`config.mk`:
```
export PLATFORM = sky130hd
export DESIGN_NAME = pwmlock_top
export DESIGN_NICKNAME = d
export VERILOG_FILES = /design/src/rtl/pwmlock_pkg.sv /design/src/rtl/pwmlock_edge.sv /design/src/rtl/pwmlock_ctrl.sv /design/src/rtl/pwmlock_dp.sv /design/src/rtl/pwmlock_top.sv
export SDC_FILE = /design/constraint.sdc
export NUM_CORES = 1
export LEC_CHECK = 0
export ABC_CLOCK_PERIOD_IN_PS = 2100
export BUFFER_PORTS_ARGS = -buffer_cell sky130_fd_sc_hd__buf_2
export CAP_MARGIN = 0
export CORE_MARGIN = 8
export CORE_UTILIZATION = 55
export CTS_BUF_LIST = sky130_fd_sc_hd__clkbuf_8
export DETAILED_ROUTE_END_ITERATION = 10
export MAX_ROUTING_LAYER = met4
export PLACE_DENSITY = 0.78
export SLEW_MARGIN = 0
export SYNTH_ARGS = -nofsm -noshare
export SYNTH_HDL_FRONTEND = slang
export SYNTH_SLANG_ARGS = --single-unit
```
`constraint.sdc`:
```
create_clock -name clk -period 2.1 [get_ports clk]
set_input_delay 0.21 -clock clk [delete_from_list [all_inputs] [get_ports clk]]
set_output_delay 0.21 -clock clk [all_outputs]
set_load 0.01 [all_outputs]
```
`src/rtl/pwmlock_pkg.sv`:
```
package pwmlock_pkg;

  typedef enum logic [1:0] {
    LOCK_OFF      = 2'b00,
    LOCK_SOFT     = 2'b01,
    LOCK_OFF_ALT  = 2'b10,
    LOCK_HARD     = 2'b11
  } lockMode_e;

  typedef struct packed {
    logic forceIdle;
    logic reloadDuty;
  } lockStrobe_t;

  localparam logic [1:0] ADDR_ACTIVE  = 2'd0;
  localparam logic [1:0] ADDR_PENDING = 2'd1;
  localparam logic [1:0] ADDR_PERIOD  = 2'd2;
  localparam logic [1:0] ADDR_CTRL    = 2'd3;

  localparam int CTRL_POL_BIT     = 0;
  localparam int CTRL_RELEASE_BIT = 1;
  localparam int CTRL_MODE_LSB    = 2;

endpackage

```
`src/rtl/pwmlock_edge.sv`:
```
module pwmlock_edge #(
  parameter int NUM_CH      = 3,
  parameter int SYNC_STAGES = 2
) (
  input  logic              clk,
  input  logic              rstN,
  input  logic [NUM_CH-1:0] cmpIn,
  output logic [NUM_CH-1:0] fallPulse
);

  // Inputs idle high; the chain resets high so reset release makes no edge.
  for (genvar ch = 0; ch < NUM_CH; ch++) begin : g_ch
    logic [SYNC_STAGES:0] chain;

    always_ff @(posedge clk) begin
      if (!rstN) begin
        chain <= '1;
      end else begin
        chain <= {chain[SYNC_STAGES-1:0], cmpIn[ch]};
      end
    end

    // chain[SYNC_STAGES-1] is the synchronized level; chain[SYNC_STAGES] is its previous value.
    assign fallPulse[ch] = chain[SYNC_STAGES] & ~chain[SYNC_STAGES-1];
  end

endmodule

```
`src/rtl/pwmlock_ctrl.sv`:
```
module pwmlock_ctrl
  import pwmlock_pkg::*;
#(
  parameter int NUM_CH = 3
) (
  input  logic                clk,
  input  logic                rstN,
  input  logic [NUM_CH-1:0]   fallPulse,
  input  logic [2*NUM_CH-1:0] modeBits,
  input  logic                unlockWr,
  input  logic                periodWrap,
  output lockStrobe_t         strobe,
  output logic                hardLock,
  output logic                softLock,
  output logic                trigHard,
  output logic                trigSoft
);

  logic [NUM_CH-1:0] hardHit;
  logic [NUM_CH-1:0] softHit;
  logic              softArm;

  for (genvar ch = 0; ch < NUM_CH; ch++) begin : g_ch
    lockMode_e chMode;
    assign chMode      = lockMode_e'(modeBits[2*ch +: 2]);
    assign hardHit[ch] = fallPulse[ch] && (chMode == LOCK_HARD);
    assign softHit[ch] = fallPulse[ch] && (chMode == LOCK_SOFT);
  end

  assign trigHard = |hardHit;
  assign trigSoft = |softHit;
  // Hard trigger takes priority: a simultaneous soft trigger is dropped.
  assign softArm  = trigSoft && !trigHard;

  always_ff @(posedge clk) begin
    if (!rstN) begin
      hardLock <= 1'b0;
    end else if (trigHard) begin
      hardLock <= 1'b1;
    end else if (unlockWr) begin
      hardLock <= 1'b0;
    end
  end

  always_ff @(posedge clk) begin
    if (!rstN) begin
      softLock <= 1'b0;
    end else if (softArm) begin
      softLock <= 1'b1;
    end else if (periodWrap) begin
      softLock <= 1'b0;
    end
  end

  always_comb begin
    strobe.forceIdle  = hardLock || softLock || trigHard || softArm;
    strobe.reloadDuty = softArm;
  end

endmodule

```
`src/rtl/pwmlock_dp.sv`:
```
module pwmlock_dp
  import pwmlock_pkg::*;
#(
  parameter int DATA_W = 8,
  parameter int BUS_W  = 16,
  parameter int NUM_CH = 3
) (
  input  logic                clk,
  input  logic                rstN,
  input  logic                wrEn,
  input  logic [1:0]          wrAddr,
  input  logic [BUS_W-1:0]    wrData,
  input  logic [1:0]          rdAddr,
  input  lockStrobe_t         strobe,
  output logic [BUS_W-1:0]    rdData,
  output logic                pwmOut,
  output logic [DATA_W-1:0]   activeDuty,
  output logic [DATA_W-1:0]   pendingDuty,
  output logic                polarity,
  output logic [2*NUM_CH-1:0] modeBits,
  output logic                unlockWr,
  output logic                periodWrap
);

  localparam int CTRL_W = CTRL_MODE_LSB + 2*NUM_CH;

  logic [DATA_W-1:0] periodReg;
  logic [DATA_W-1:0] cnt;
  logic [CTRL_W-1:0] ctrlReg;
  logic              wrActive;
  logic              wrPending;
  logic              wrPeriod;
  logic              wrCtrl;
  logic              rawHigh;

  assign wrActive  = wrEn && (wrAddr == ADDR_ACTIVE);
  assign wrPending = wrEn && (wrAddr == ADDR_PENDING);
  assign wrPeriod  = wrEn && (wrAddr == ADDR_PERIOD);
  assign wrCtrl    = wrEn && (wrAddr == ADDR_CTRL);
  assign unlockWr  = wrCtrl && wrData[CTRL_RELEASE_BIT];

  always_ff @(posedge clk) begin
    if (!rstN) begin
      activeDuty <= '0;
    end else if (strobe.reloadDuty) begin
      activeDuty <= pendingDuty;
    end else if (wrActive) begin
      activeDuty <= wrData[DATA_W-1:0];
    end
  end

  always_ff @(posedge clk) begin
    if (!rstN) begin
      pendingDuty <= '0;
      periodReg   <= '0;
      ctrlReg     <= '0;
    end else begin
      if (wrPending) pendingDuty <= wrData[DATA_W-1:0];
      if (wrPeriod)  periodReg   <= wrData[DATA_W-1:0];
      // The release bit is an action, never stored.
      if (wrCtrl)    ctrlReg     <= {wrData[CTRL_W-1:CTRL_MODE_LSB], 1'b0, wrData[CTRL_POL_BIT]};
    end
  end

  // The counter runs through locks so that soft release lines up with the wrap.
  assign periodWrap = (cnt >= periodReg);

  always_ff @(posedge clk) begin
    if (!rstN) begin
      cnt <= '0;
    end else if (periodWrap) begin
      cnt <= '0;
    end else begin
      cnt <= cnt + 1'b1;
    end
  end

  assign polarity = ctrlReg[CTRL_POL_BIT];
  assign modeBits = ctrlReg[CTRL_W-1:CTRL_MODE_LSB];
  assign rawHigh  = (cnt < activeDuty);
  assign pwmOut   = strobe.forceIdle ? polarity : (polarity ^ rawHigh);

  always_comb begin
    unique case (rdAddr)
      ADDR_ACTIVE:  rdData = BUS_W'(activeDuty);
      ADDR_PENDING: rdData = BUS_W'(pendingDuty);
      ADDR_PERIOD:  rdData = BUS_W'(periodReg);
      default:      rdData = BUS_W'(ctrlReg);
    endcase
  end

endmodule

```
`src/rtl/pwmlock_top.sv`:
```
module pwmlock_top
  import pwmlock_pkg::*;
#(
  parameter int NUM_CH      = 3,
  parameter int DATA_W      = 8,
  parameter int BUS_W       = 16,
  parameter int SYNC_STAGES = 2
) (
  input  logic              clk,
  input  logic              rstN,
  input  logic              wrEn,
  input  logic [1:0]        wrAddr,
  input  logic [BUS_W-1:0]  wrData,
  input  logic [1:0]        rdAddr,
  output logic [BUS_W-1:0]  rdData,
  input  logic [NUM_CH-1:0] cmpIn,
  output logic              pwmOut
);

  logic [NUM_CH-1:0]   fallPulse;
  logic [2*NUM_CH-1:0] modeBits;
  logic                unlockWr;
  logic                periodWrap;
  logic                hardLock;
  logic                softLock;
  logic                trigHard;
  logic                trigSoft;
  logic                polarity;
  logic [DATA_W-1:0]   activeDuty;
  logic [DATA_W-1:0]   pendingDuty;
  lockStrobe_t         strobe;

  pwmlock_edge #(
    .NUM_CH      (NUM_CH),
    .SYNC_STAGES (SYNC_STAGES)
  ) u_edge (
    .clk       (clk),
    .rstN      (rstN),
    .cmpIn     (cmpIn),
    .fallPulse (fallPulse)
  );

  pwmlock_ctrl #(
    .NUM_CH (NUM_CH)
  ) u_ctrl (
    .clk        (clk),
    .rstN       (rstN),
    .fallPulse  (fallPulse),
    .modeBits   (modeBits),
    .unlockWr   (unlockWr),
    .periodWrap (periodWrap),
    .strobe     (strobe),
    .hardLock   (hardLock),
    .softLock   (softLock),
    .trigHard   (trigHard),
    .trigSoft   (trigSoft)
  );

  pwmlock_dp #(
    .DATA_W (DATA_W),
    .BUS_W  (BUS_W),
    .NUM_CH (NUM_CH)
  ) u_dp (
    .clk         (clk),
    .rstN        (rstN),
    .wrEn        (wrEn),
    .wrAddr      (wrAddr),
    .wrData      (wrData),
    .rdAddr      (rdAddr),
    .strobe      (strobe),
    .rdData      (rdData),
    .pwmOut      (pwmOut),
    .activeDuty  (activeDuty),
    .pendingDuty (pendingDuty),
    .polarity    (polarity),
    .modeBits    (modeBits),
    .unlockWr    (unlockWr),
    .periodWrap  (periodWrap)
  );

endmodule

```
After elaboration in Yosys (flattened, before gate mapping):

Cells that the tools add are included.

* $add $sub $neg: 1
* equality and inequality tests: 11
* bitwise operators: 8
* order comparisons: 2
* muxes and demuxes: 8
* reductions and logical operators: 24

Operator list (count)
* $pmux W8 S3: 1
* $mux W8: 2
* $eq A2 B2 Y1 const B: 6
* $logic_and A1 B1 Y1: 12
* $eq A2 B1 Y1 const B: 5
* $add A8 B1 Y8 const B: 1
* $ge A8 B8 Y1: 1
* $lt A8 B8 Y1: 1
* $reduce_bool A2 Y1: 3
* $reduce_or A3 Y1: 2
* $mux W1: 5
* $logic_not A2 Y1: 2
* $not A1 Y1: 4
* $and A1 B1 Y1: 3
* $logic_or A1 B1 Y1: 3
* $reduce_or A2 Y1: 1
* $logic_not A1 Y1: 1
* $xor A1 B1 Y1: 1

* bits in registers: 50
* bits of input ports: 26
* logic and storage cells: 64
* output and inout port bits: 17

Longest topological paths before layout:

Gate-level depths: netlist of run 1.

* word-level depth: 8
* gate-level depth with buffers: 7
* depth with buffers taken out: 7

By module:

From an unflattened synthesis of run 1, not the netlist that was laid out.

* cell total of the unflattened synthesis: 263
* area total of the unflattened synthesis: 2598.7 um2

Modules (own cells, without submodules)
* pwmlock_dp: area an instance 2188.3 um2, cells each 221, sequential area each 780.7 um2, instances 1
* pwmlock_edge: area an instance 255.2 um2, cells each 21, sequential area each 180.2 um2, instances 1
* pwmlock_ctrl: area an instance 155.1 um2, cells each 21, sequential area each 40.0 um2, instances 1

Worst setup path after synthesis of run 1:

No wires, ideal clock.

* path type: register to output
* from: register u_dp.activeDuty[5]
* to: output pwmOut
* data required time: 1.890 ns
* cell stages (with the launch flop): 8
* path buffers: 0
* arrival: 1.718 ns
* path slack: 0.172 ns
* cell sequence: dfxtp_1 inv_1 ha_1 a21oi_1 nor2_1 or4b_1 nor3_1 xor2_1

* word-level cells in the longest chain between the ends: 3

RTL lines
* start, declared: RTL line pwmlock_dp.sv:17 `output logic [DATA_W-1:0] activeDuty,`
* start signal, assigned: RTL line pwmlock_dp.sv:46 `activeDuty <= pendingDuty;`
* start signal, assigned: RTL line pwmlock_dp.sv:48 `activeDuty <= wrData[DATA_W-1:0];`
* $lt A8 B8 Y1: RTL line pwmlock_dp.sv:80 `assign rawHigh = (cnt < activeDuty);`
* $xor A1 B1 Y1: RTL line pwmlock_dp.sv:81 `assign pwmOut = strobe.forceIdle ? polarity : (polarity ^ rawHigh);`
* $mux W1: RTL line pwmlock_dp.sv:81
* end, declared: RTL line pwmlock_top.sv:17 `output logic pwmOut`

No other way between the ends.

Worst setup path after layout of run 1:

* from: register u_dp.activeDuty[7]
* to: output pwmOut

Same word-level chain as after synthesis.

==> results of run 1 <==
-- stage by stage --
stage               hold slack [ns]  TNS, ns
floorplan                     0.283        0
global route                 0.0701   -0.319
finish                       0.0837   -0.212
global placement              0.391  -0.0174
CTS                          0.0798   -0.183
detailed placement            0.395  -0.0419
-- cell families after synthesis --
kind of cell,count (synthesis),share of synthesized area (%)
AOI/OAI and AO/OA,29,9.70
xor gates and xnor gates,7,2.42
adders and majority gates,16,7.92
buffers and inverters,36,7.17
DFF,50,39.6
muxes,32,16.1
other,1,0.148
and+or+nand+nor,88,16.9
-- sequential cells by signal, indices dropped and copies added, names as in the netlist --
signal             flops
u_edge.g_ch.chain      9
u_dp.activeDuty        8
u_dp.cnt               8
u_dp.pendingDuty       8
u_dp.periodReg         8
u_dp.ctrlReg           7
u_ctrl.hardLock        1
u_ctrl.softLock        1
-- final timing paths --
| kind | to | slack (ns) | depth (start not counted) |
|---|---|---|---|
| worst max-delay path | pwmOut | -0.21 | 10 |
| worst min-delay path | u_edge.g_ch[1].chain[0] | 0.08 | 2 |
| worst max register to register | u_dp.activeDuty[7] | 0.16 | 5 |
| worst min register to register | u_edge.g_ch[2].chain[1] | 0.42 | 1 |
-- repair_timing --
item	CTS	global route
setup endpoints to repair	1	2
resized for setup	15	3
setup buffers	1	0
hold buffers	0	0
pin swaps	5	0
-- cells in the mapped netlist, types with 2 or more instances --
library cell  number
a211oi_2           8
buf_6              2
a21oi_1            9
mux2i_1           25
o22ai_1            2
xor2_1             6
and3b_1            3
nor2_1            49
nand3_1            6
ha_1              16
a2111oi_0          3
mux4_2             7
buf_4              8
inv_1             17
nand2_1            5
nand3b_1           2
nand2b_1          12
dfxtp_1           50
and3_1             2
buf_1              2
clkbuf_1           5
a21o_1             2
nor3_1             3
-- routing by layer --
metal	global-route usage [%]	share of wire (%)	up-vias
met3	3.91	4.7	15
met4	7.38	3.2	0
met2	25.3	47	55
li1	-	-	945
met5	-	0	-
met1	17.8	45	890
-- layout make-up --
class	count	share of cell area (%)
Inverter	18	2.35
Sequential cell	50	35.1
Clock buffer	6	2.87
Clock inverter	2	0.435
Timing Repair Buffer	37	7.39
Multi-Input combinational cell	180	49.6
Tap cell	52	2.26
-- worst max-delay path, delay by kind of cell (launching register included) --
| kind | cells | cell delay, ns |
|---|---|---|
| buf+inv | 5 | 0.60 |
| simple gates | 3 | 0.48 |
| flops | 1 | 0.34 |
| fa+ha+maj | 1 | 0.26 |
| xor+xnor | 1 | 0.13 |
-- where the power goes --
group | switching, uW | internal (uW)
clock network | 314 | 265
registers | 21.1 | 982
logic | 139 | 119
==> results.sh, run 1 <==
export IMPL_layout_min_cycle_time_ns=2.31
export IMPL_status="finished with violations"
export IMPL_final_util_pct=65.6
export IMPL_synth_area_um2=2530
export IMPL_io_pins=43
export IMPL_most_common_layout_cells="nor2_1, dfxtp_1, buf_2, mux2i_1, inv_1"
export IMPL_final_area_um2=2880
export IMPL_antenna_found_initial=0
export IMPL_cp_startpoint="u_dp.activeDuty[7]"
export IMPL_ant_nets=0
export IMPL_nets=334
export IMPL_slowest_delay_ns=0.34
export IMPL_grt_max_degree=34
export IMPL_min_period_over_period_pct=110
export IMPL_grt_use_total_pct=15.7
export IMPL_dieArea_um2=7020
export IMPL_worst_ep_arrival_time_ns=2.10
export IMPL_vias=1905
export IMPL_synth_cell_types=38
export IMPL_hold_start="cmpIn[1]"
export IMPL_final_common_cell="nor2_1"
export IMPL_numPortBuffers=26
export IMPL_antennaDiodeCount=0
export IMPL_drc=0
export IMPL_cts_sinks=50
export IMPL_dp_cells=336
export IMPL_routed_wl_mm=5.37
export IMPL_h_tree_depth=2
export IMPL_synthTopCellsByArea="dfxtp_1, mux2i_1, ha_1, nor2_1, mux4_2"
export IMPL_end_kind="primary output"
export IMPL_hold_viol_final=0
export IMPL_startpoint_type="register"
export IMPL_core_um2=4380
export IMPL_max_slew_margin_rel_pct=46.6
export IMPL_synth_top_area_cell="dfxtp_1"
export IMPL_setup_slack_ns=-0.212
export IMPL_seq_area_um2=1010
export IMPL_gp_congestion=0.844
export IMPL_place_ws_ns=-0.0419
export IMPL_path_max_fanout=2
export IMPL_root_buffer="clkbuf_8"
export IMPL_clk_pin_slew_ns=0.09
export IMPL_synth_seq_area_share_pct=39.6
export IMPL_multiInputGateArea_um2=1430
export IMPL_fin_worst_skew_ns=0.00645
export IMPL_grt_pass1_vias=1906
export IMPL_max_cap_violations=0
export IMPL_clock_latency_ns=0.30
export IMPL_p_leak_uw=0.00136
export IMPL_setup_violations=1
export IMPL_violations="negative setup slack"
export IMPL_detail_route_wl_per_cell_um=15.6
export IMPL_viasPerCell=5.52
export IMPL_place_area_um2=2710
export IMPL_cts_path_max_buffers=2
export IMPL_tightest_slew_ns=0.801
export IMPL_rsz0062_at_grt="yes"
export IMPL_power_density_nw_per_um2=640
export IMPL_cp_slowest_cell="dfxtp_2"
export IMPL_required_ns=1.89
export IMPL_synthArstFlopShare_pct=0
export IMPL_syn_inst=259
export IMPL_row_count=24
export IMPL_stdcell_count=345
export IMPL_initial_core_util_pct=57.7
export IMPL_area_growth_pct=13.8
export IMPL_yosysWarningCount=0
export IMPL_crit_chain="inv_2, ha_4, nand2_1, buf_4, buf_4, nor4_1, nor3_2, buf_4, xor2_1, buf_2"
export IMPL_synth_main_ff_cell="dfxtp_1"
export IMPL_drv_slew=0
export IMPL_p_total_uw=1840
export IMPL_synth_seq_cells=50
export IMPL_fill_cells=354
export IMPL_max_vdd_ir_drop_uv=519
export IMPL_rr_startpoint="u_dp.ctrlReg[2]"
export IMPL_initialDrtViolationCount=79
export IMPL_synth_edf_count=0
export IMPL_cts_buffers=5
export IMPL_cp_common_cell="buf_4"
export IMPL_criticalPathCategory="reg2out"
export IMPL_dp_hpwl_mm=3.89
export IMPL_die_x_um=83.8
export IMPL_synth_top_area_share_pct=39.6
export IMPL_min_path_type="in2reg"
export IMPL_grt_ovfl_total=0
export IMPL_drive_gt1_share_pct=26.6
export IMPL_fmax_mhz=432
export IMPL_synth_area_per_cell_um2=9.76
export IMPL_cts_tree="done"
export IMPL_drtPass1Iterations=4
export IMPL_fp_dieH_um=83.8
export IMPL_grt_pass1_wl_mm=8.85
(Power assumes the default switching activity.)
==> run 2: changes to the inputs <==
--- a/config.mk
+++ b/config.mk
@@ -8,12 +8,13 @@
 export ABC_CLOCK_PERIOD_IN_PS = 2100
 export BUFFER_PORTS_ARGS = -buffer_cell sky130_fd_sc_hd__buf_2
 export CAP_MARGIN = 0
-export CORE_MARGIN = 8
-export CORE_UTILIZATION = 55
+export CELL_PAD_IN_SITES_DETAIL_PLACEMENT = 0
+export CELL_PAD_IN_SITES_GLOBAL_PLACEMENT = 1
+export CORE_UTILIZATION = 44
 export CTS_BUF_LIST = sky130_fd_sc_hd__clkbuf_8
 export DETAILED_ROUTE_END_ITERATION = 10
 export MAX_ROUTING_LAYER = met4
-export PLACE_DENSITY = 0.78
+export PLACE_DENSITY_LB_ADDON = 0.1
 export SLEW_MARGIN = 0
 export SYNTH_ARGS = -nofsm -noshare
 export SYNTH_HDL_FRONTEND = slang
==> run 2 against run 1 <==
The flow still finishes with violations (negative setup slack). Clock skew rose by 0.0023 ns. Sequential power barely moved. Die area fell by 14%. Critical path type unchanged. Critical endpoint unchanged. Highest routed layer unchanged.
==> results.sh, run 2 (synthesized netlist as in run 1, its figures left out) <==
export IMPL_p_total_uw=1930
export IMPL_initial_core_util_pct=45.9
export IMPL_max_cap_violations=0
export IMPL_dp_hpwl_mm=3.93
export IMPL_place_ws_ns=-0.0384
export IMPL_p_comb_share_pct=13.6
export IMPL_status="finished with violations"
export IMPL_viasPerCell=5.05
export IMPL_r2r_end="u_ctrl.softLock"
export IMPL_regToRegSetupSlack_ns=0.19
export IMPL_area_growth_pct=16.7
export IMPL_criticalPathCategory="reg2out"
export IMPL_min_path_type="in2reg"
export IMPL_grt_ovfl_total=0
export IMPL_power_density_nw_per_um2=656
export IMPL_p_sw_share_pct=24.9
export IMPL_hold_slack_ns=0.0836
export IMPL_max_vdd_ir_drop_uv=384
export IMPL_path_max_fanout=2
export IMPL_clock_latency_ns=0.30
export IMPL_hold_path_endpoint="u_edge.g_ch[0].chain[0]"
export IMPL_clock_power_share_pct=34.6
export IMPL_required_ns=1.89
export IMPL_nets=334
export IMPL_fin_worst_skew_ns=0.00875
export IMPL_startpoint_type="register"
export IMPL_crit_chain="inv_2, ha_4, a21oi_2, nor2_1, or4b_4, nor3_4, xor2_1, buf_2"
export IMPL_antenna_found_initial=0
export IMPL_cp_slowest_cell="or4b_4"
export IMPL_drtPass1Iterations=4
export IMPL_reg2reg_depth=7
export IMPL_ant_nets=0
export IMPL_antennaDiodeCount=0
export IMPL_seq_area_um2=1010
export IMPL_hold_viol_final=0
export IMPL_fin_tns_setup_ns=-0.122
export IMPL_h_tree_depth=2
export IMPL_grt_pass1_vias=1703
export IMPL_grt_use_total_pct=19.6
export IMPL_setup_violations=1
export IMPL_most_common_layout_cells="nor2_1, dfxtp_1, buf_2, mux2i_1, inv_1"
export IMPL_cts_buffers=5
export IMPL_drc=0
export IMPL_die_x_um=77.8
export IMPL_grt_pass1_wl_mm=8.59
export IMPL_violations="negative setup slack"
export IMPL_end_kind="primary output"
export IMPL_pwr_share_seq_pct=51.8
export IMPL_fmax_mhz=450
export IMPL_fill_cells=519
export IMPL_cts_setup_buffers=0
export IMPL_cts_path_max_buffers=2
export IMPL_io_pins=43
export IMPL_cpLargestDelayFamily="simple AND/OR/NAND/NOR gates"
export IMPL_drive_gt1_share_pct=27.0
export IMPL_hold_start="cmpIn[0]"
export IMPL_multiInputGateArea_um2=1460
export IMPL_routed_wl_mm=5.44
export IMPL_vias=1845
export IMPL_power_switching_uw=482
export IMPL_detail_route_wl_per_cell_um=14.9
export IMPL_dieArea_um2=6050
export IMPL_rr_startpoint="u_dp.cnt[0]"
export IMPL_holdPathStages=2
export IMPL_regMostFlops="u_edge.g_ch.chain"
export IMPL_layout_min_cycle_time_ns=2.22
export IMPL_final_common_cell="nor2_1"
export IMPL_row_count=27
export IMPL_slowest_delay_ns=0.49
export IMPL_setup_slack_ns=-0.122
export IMPL_drv_slew=0
export IMPL_min_period_over_period_pct=106
export IMPL_p_int_uw=1450
export IMPL_root_buffer="clkbuf_8"
export IMPL_max_slew_margin_rel_pct=52.9
export IMPL_holdBufCountCts=0
export IMPL_gp_congestion=0.801
export IMPL_p_leak_uw=0.00137
export IMPL_cts_tree="done"
export IMPL_numPortBuffers=26
export IMPL_path_buf_inv=2
export IMPL_core_um2=5510
export IMPL_grt_max_degree=34
export IMPL_tightest_slew_ns=0.704
export IMPL_rsz0062_at_grt="yes"
export IMPL_cts_sinks=50
export IMPL_worst_ep_arrival_time_ns=2.01
export IMPL_clk_pin_slew_ns=0.09
export IMPL_largest_reg_flops=9
export IMPL_initialDrtViolationCount=56
export IMPL_fp_dieH_um=77.8
run 2: cell types whose count changed in the layout (fill, tap and decap cells not counted), sizes merged:
| cell | change |
|---|---|
| bufinv | +1 |
| clkbuf | -1 |
| clkinv | -1 |
| inv | +1 |
run 2: layer usage:
metal / GRT usage (%) / share of wire (%) / vias up
met5: - / 0 / -
met4: 6.42 / 0.77 / 0
met1: 26.5 / 51 / 871
met2: 29.2 / 45 / 27
li1: - / - / 943
met3: 3.88 / 2.8 / 4
run 2: repair_timing:
| item | in CTS | in global routing |
|---|---|---|
| gates resized for setup | 12 | 10 |
| setup endpoints to repair | 1 | 10 |
| hold endpoints to repair | 0 | 0 |
| pin swaps | 7 | 2 |
| gates cloned | 0 | 0 |
run 2: metrics by stage:
stage	cell area [um2]	cells	util, %
final	2950	365	53.6
after global routing	2950	365	53.6
after CTS	2910	365	52.8
after detailed placement	2740	357	49.8
after global placement	2740	357	49.8
after floorplan	2550	266	-
run 2: area by class of cell:
class / instances / share of cell area (%)
Inverter: 18 / 2.29
Clock inverter: 3 / 1.40
Tap cell: 72 / 3.05
Timing Repair Buffer: 37 / 7.21
Sequential cell: 50 / 34.1
Clock buffer: 5 / 2.33
Multi-Input combinational cell: 180 / 49.6
run 2: power groups by stage:
stage	logic (uW)	registers, uW	clock network (uW)
finish	263	1000	669
global route	290	1010	717
CTS	247	1000	688
detailed placement	241	1020	0
global placement	239	1020	0
floorplan	170	1020	0
run 2: worst max-delay path by stage:
stage / startpoint / end / slack (ns) / cells after the start
after floorplan: u_dp.activeDuty[5] / pwmOut / 0.17 / 7
after global placement: u_dp.activeDuty[5] / pwmOut / -0.04 / 8
after detailed placement: u_dp.activeDuty[5] / pwmOut / -0.04 / 8
after CTS: u_dp.activeDuty[5] / pwmOut / -0.22 / 8
after global routing: u_dp.activeDuty[5] / pwmOut / -0.23 / 8
final: u_dp.activeDuty[5] / pwmOut / -0.12 / 8
